$ cat src/rtl/sbnr_to_twos.sv
module sbnr_to_twos #(
  parameter int WIDTH = 8
) (
  input  logic             clk,
  input  logic             rst_n,
  input  logic             in_valid,
  input  logic [WIDTH-1:0] in_sign,
  input  logic [WIDTH-1:0] in_mag,
  input  logic             negate,
  output logic             out_valid,
  output logic [WIDTH:0]   out_value
);

  localparam int LEVELS = (WIDTH > 1) ? $clog2(WIDTH) : 0;

  logic [WIDTH-1:0] eff_sign;
  logic [WIDTH-1:0] pass;
  logic [WIDTH-1:0] carry_in;
  logic             carry_top;
  logic [WIDTH:0]   result;

  assign eff_sign = in_sign ^ {WIDTH{negate}};
  assign pass     = ~in_mag;

  // Prefix cell: pass takes the lower group's carry, otherwise the sign decides.
  for (genvar k = 0; k <= LEVELS; k++) begin : g_lvl
    logic [WIDTH-1:0] gg;
    logic [WIDTH-1:0] pp;
    if (k == 0) begin : g_leaf
      assign gg = eff_sign;
      assign pp = pass;
    end else begin : g_node
      localparam int DIST = 1 << (k - 1);
      for (genvar i = 0; i < WIDTH; i++) begin : g_bit
        if (i >= DIST) begin : g_comb
          assign gg[i] = g_lvl[k-1].pp[i] ? g_lvl[k-1].gg[i-DIST] : g_lvl[k-1].gg[i];
          assign pp[i] = g_lvl[k-1].pp[i] & g_lvl[k-1].pp[i-DIST];
        end else begin : g_thru
          assign gg[i] = g_lvl[k-1].gg[i];
          assign pp[i] = g_lvl[k-1].pp[i];
        end
      end
    end
  end

  logic [WIDTH-1:0] carry_out;
  assign carry_out = ~g_lvl[LEVELS].pp & g_lvl[LEVELS].gg;

  if (WIDTH > 1) begin : g_cin
    assign carry_in = {carry_out[WIDTH-2:0], 1'b0};
  end else begin : g_cin1
    assign carry_in = 1'b0;
  end
  assign carry_top = carry_out[WIDTH-1];

  assign result = {carry_top, in_mag ^ carry_in};

  always_ff @(posedge clk) begin
    if (!rst_n) begin
      out_valid <= 1'b0;
      out_value <= '0;
    end else begin
      out_valid <= in_valid;
      if (in_valid) out_value <= result;
    end
  end

  AST_VALID_FOLLOWS: assert property (@(posedge clk) disable iff (!rst_n)
    in_valid |=> out_valid);
  AST_NO_SPURIOUS_VALID: assert property (@(posedge clk) disable iff (!rst_n)
    !in_valid |=> !out_valid);
  AST_HOLD_IDLE: assert property (@(posedge clk) disable iff (!rst_n)
    !in_valid |=> $stable(out_value));
  AST_ZERO_DIGITS: assert property (@(posedge clk) disable iff (!rst_n)
    (in_valid && in_mag == '0) |=> out_value == '0);
  AST_NONNEG_SIGN: assert property (@(posedge clk) disable iff (!rst_n)
    (in_valid && (eff_sign & in_mag) == '0) |=> !out_value[WIDTH]);

endmodule

$ cat config.mk
export PLATFORM = sky130hd
export DESIGN_NAME = sbnr_to_twos
export DESIGN_NICKNAME = d
export VERILOG_FILES = /design/src/rtl/sbnr_to_twos.sv
export SDC_FILE = /design/constraint.sdc
export NUM_CORES = 1
export LEC_CHECK = 0
export BUFFER_PORTS_ARGS = -buffer_cell sky130_fd_sc_hd__buf_2
export CELL_PAD_IN_SITES_DETAIL_PLACEMENT = 2
export CELL_PAD_IN_SITES_GLOBAL_PLACEMENT = 2
export CORE_MARGIN = 8
export CORE_UTILIZATION = 29
export CTS_BUF_LIST = sky130_fd_sc_hd__clkbuf_8
export DETAILED_ROUTE_END_ITERATION = 16
export PLACE_DENSITY = 0.95
export SYNTH_ARGS = -nofsm -noshare
export SYNTH_HDL_FRONTEND = slang
export SYNTH_SLANG_ARGS = --single-unit
$ cat constraint.sdc
create_clock -name clk -period 3.3 [get_ports clk]
set_input_delay 0.165 -clock clk [delete_from_list [all_inputs] [get_ports clk]]
set_output_delay 0.165 -clock clk [all_outputs]
set_load 0.05 [all_outputs]
==> key figures <==
Layout
  – Layout cells sized above 1: 31.9%
  – Layout Nets: 141
  – Antenna diodes: 0
  – Layout area overhead: 26.0%
  – Final Cell Area: 940 sq um

Routing
  – Number of routed nets with antenna violations: 0
  – DR pass1 iterations: 4
  – Vias: 788
  – DR iter-0 viols: 21
  – Routed wire length: 2390 um
  – Avg WL per Cell: 16.1 um
  – Via-per-instance ratio: 5.29
  – DRC Markers: 0

Timing
  – RSZ-0062 raised after global routing: false
  – Max_slew headroom: 74.1%
  – Final max-slew violation count: 0
  – Crit share post-route: 50.3%
  – Clock period minus final worst setup slack: 1.66 ns
  – Final setup vio count: 0
  – Worst Skew: 0 ns
  – Total negative slack: 0 ns
  – Worst-Margin Slew: 0.389 ns
  – Max frequency: 602 MHz
  – Final hold vios: 0

Critical path
  – Max incr delay on CP: 0.41 ns
  – CP Capture Type: flop
  – Worst-path maximum fanout: 11
  – Worst path slowest cell: a2111oi_2
  – Crit path cell chain: buf_2 > xor2_1 > a22oi_1 > a2111oi_2 > mux2_2 > o211ai_1
  – CP Buf/Inv Count: 1
  – CP top delay family: compound AO/OA/AOI/OAI gates
  – Data required, critical path: 3.46 ns
  – Critical path type: in2reg
  – CP startpoint kind: input pin
  – Data arrival time of the worst path: 1.82 ns

Clock network
  – Clk pin slew, worst setup/hold paths: 0.05 ns
  – Clock tree buffer depth: 2
  – CTS tree: yes
  – Root Driver: clkbuf_8
  – CTS Buf Count: 3
  – H-tree levels: 1
  – Cells resized by post-CTS repair: 0
  – # clock sinks: 10
  – Post-CTS Hold Fix Bufs: 0
  – Worst-skew pair later-pin latency: 0.23 ns
  – Setup Fix Bufs, Post-CTS: 0

GRT
  – Vias in the first global route: 869
  – Total congestion overflow: 0
  – Total GRT Usage: 11.2%
  – GR Util met2: 19.2%
  – Grt peak-use layer: met2
  – Initial antenna violation count: 0
  – GR Util met3: 2.35%
  – Global-route wire length before repair: 3910 um
  – Largest net degree at the start of global routing: 19
  – Met1 Use GR: 12.3%

Outcome
  – Status: finished, final reports clean

Logic synthesis
  – #FFs+latches synth: 10
  – Synth warn: 0
  – Avg Synthesized Cell Area: 8.19 sq um
  – Distinct cells, synth: 38
  – FFs w/ async S/R, synth: 0%
  – Primary FF master, synth: dfxtp_1
  – Seq/Total Area, Yosys: 26.8%
  – Post-Syn Area: 746 sq um
  – Synth area leader: dfxtp_1
  – Top cells by area, synth: dfxtp_1, xor2_1, o21ai_0
  – EDFF count, synth: 0
  – Syn nets: 111
  – Syn Inst Count: 91
  – Yosys top cell area share: 26.8%

Floorplanning
  – Die area: 4450 sq um
  – Core ar.: 2450 sq um
  – FP Rows: 18
  – Initial Utilization: 30.4%
  – I/O pins: 30
  – DIE WIDTH: 66.7 um
  – Die H: 66.7 um

Power
  – Tot Pwr: 393 uW
  – Worst ir drop on vdd: 0.210 mV
  – Pwr/cell area: 418 nW/um^2
  – Pleak: 0.428 nW

Place
  – Placed Area: 898 sq um
  – Gpl congestion: 0.783
  – Number of port buffers: 29
  – Detailed placement HPWL: 2000 um

Flow run
  – Max-cap viol count: 0

Worst hold path
  – Worst Hold Class: in2reg
-- power breakdown --
part           switching (mW)  internal (mW)  total, mW
Combinational          0.0887         0.0440      0.133
Clock                  0.0447         0.0796      0.124
Sequential            0.00451          0.131      0.136
-- cell usage after synthesis (3+ instances only) --
cell,n
nor2_1,5
o21ai_0,10
xnor2_1,3
nand3b_1,4
or3_1,3
dfxtp_1,10
nand2_1,5
xor2_1,6
inv_1,6
a21oi_1,3
-- flip-flops by register name, summed over array words and instances, names as in the netlist --
signal and flops:
out_value 9, out_valid 1
-- routing by layer --
layer | wire length (um) | part of all wire (%)
met5 | 0 | 0
met2 | 1210 | 51
met1 | 1020 | 43
met4 | 44 | 1.8
met3 | 119 | 5.0
-- worst register-to-register path, stage by stage, from the launching register on --
cell      delay (ns)
dfxtp_1         0.34
nor2_1          0.05
a311oi_1        0.25
-- cells in the final DEF (no fill, tap or decap), drive strengths merged, types with 2 or more instances in the layout --
| cell type | instances |
|---|---|
| o21ai | 10 |
| xnor2 | 3 |
| a21oi | 3 |
| xor2 | 7 |
| dfxtp | 10 |
| nand2b | 2 |
| nor2 | 5 |
| or3 | 3 |
| a31oi | 2 |
| a22oi | 2 |
| clkbuf | 3 |
| mux2i | 2 |
| inv | 6 |
| nor2b | 2 |
| nand2 | 5 |
| nand3b | 4 |
| buf | 29 |
| a21boi | 2 |
| and2 | 2 |
-- cell type report --
type                       count  area (sq um)
tap                           30          37.5
inverter                       6          22.5
timing repair buffer          29           145
clock buffer                   3          41.3
fill                         295          1520
multi-input combinational     71           493
sequential                    10           200
-- path summary, 6_finish.rpt --
path / from / end / slack (ns) / cells past startpoint
worst min-delay path: in_mag[0] / out_value[0] / 0.25 / 3
worst min register to register: out_value[3] / out_value[3] / 0.49 / 2
worst max register to register: out_value[5] / out_value[5] / 2.58 / 2
worst max-delay path: negate / out_value[6] / 1.64 / 6
-- metrics by stage --
| stage | setup slack [ns] | utilization, % | hold slack (ns) | instances |
|---|---|---|---|---|
| floorplan | 1.83 | - | 0.312 | 91 |
| finish | 1.64 | 38.3 | 0.246 | 149 |
| detailed placement | 1.39 | 36.6 | 0.482 | 146 |
| global route | 1.54 | 38.3 | 0.268 | 149 |
| global placement | 1.48 | 36.6 | 0.430 | 146 |
| CTS | 1.63 | 38.3 | 0.243 | 149 |
-- logic make-up after synthesis --
| group | count (synthesis) | synth area share [%] |
|---|---|---|
| flops | 10 | 26.8 |
| mux | 3 | 4.19 |
| simple gates | 29 | 21.8 |
| compound gates | 29 | 27.3 |
| xor+xnor | 10 | 12.8 |
| buf+inv | 10 | 7.05 |
No activity file was read; power rests on OpenSTA's default activity.
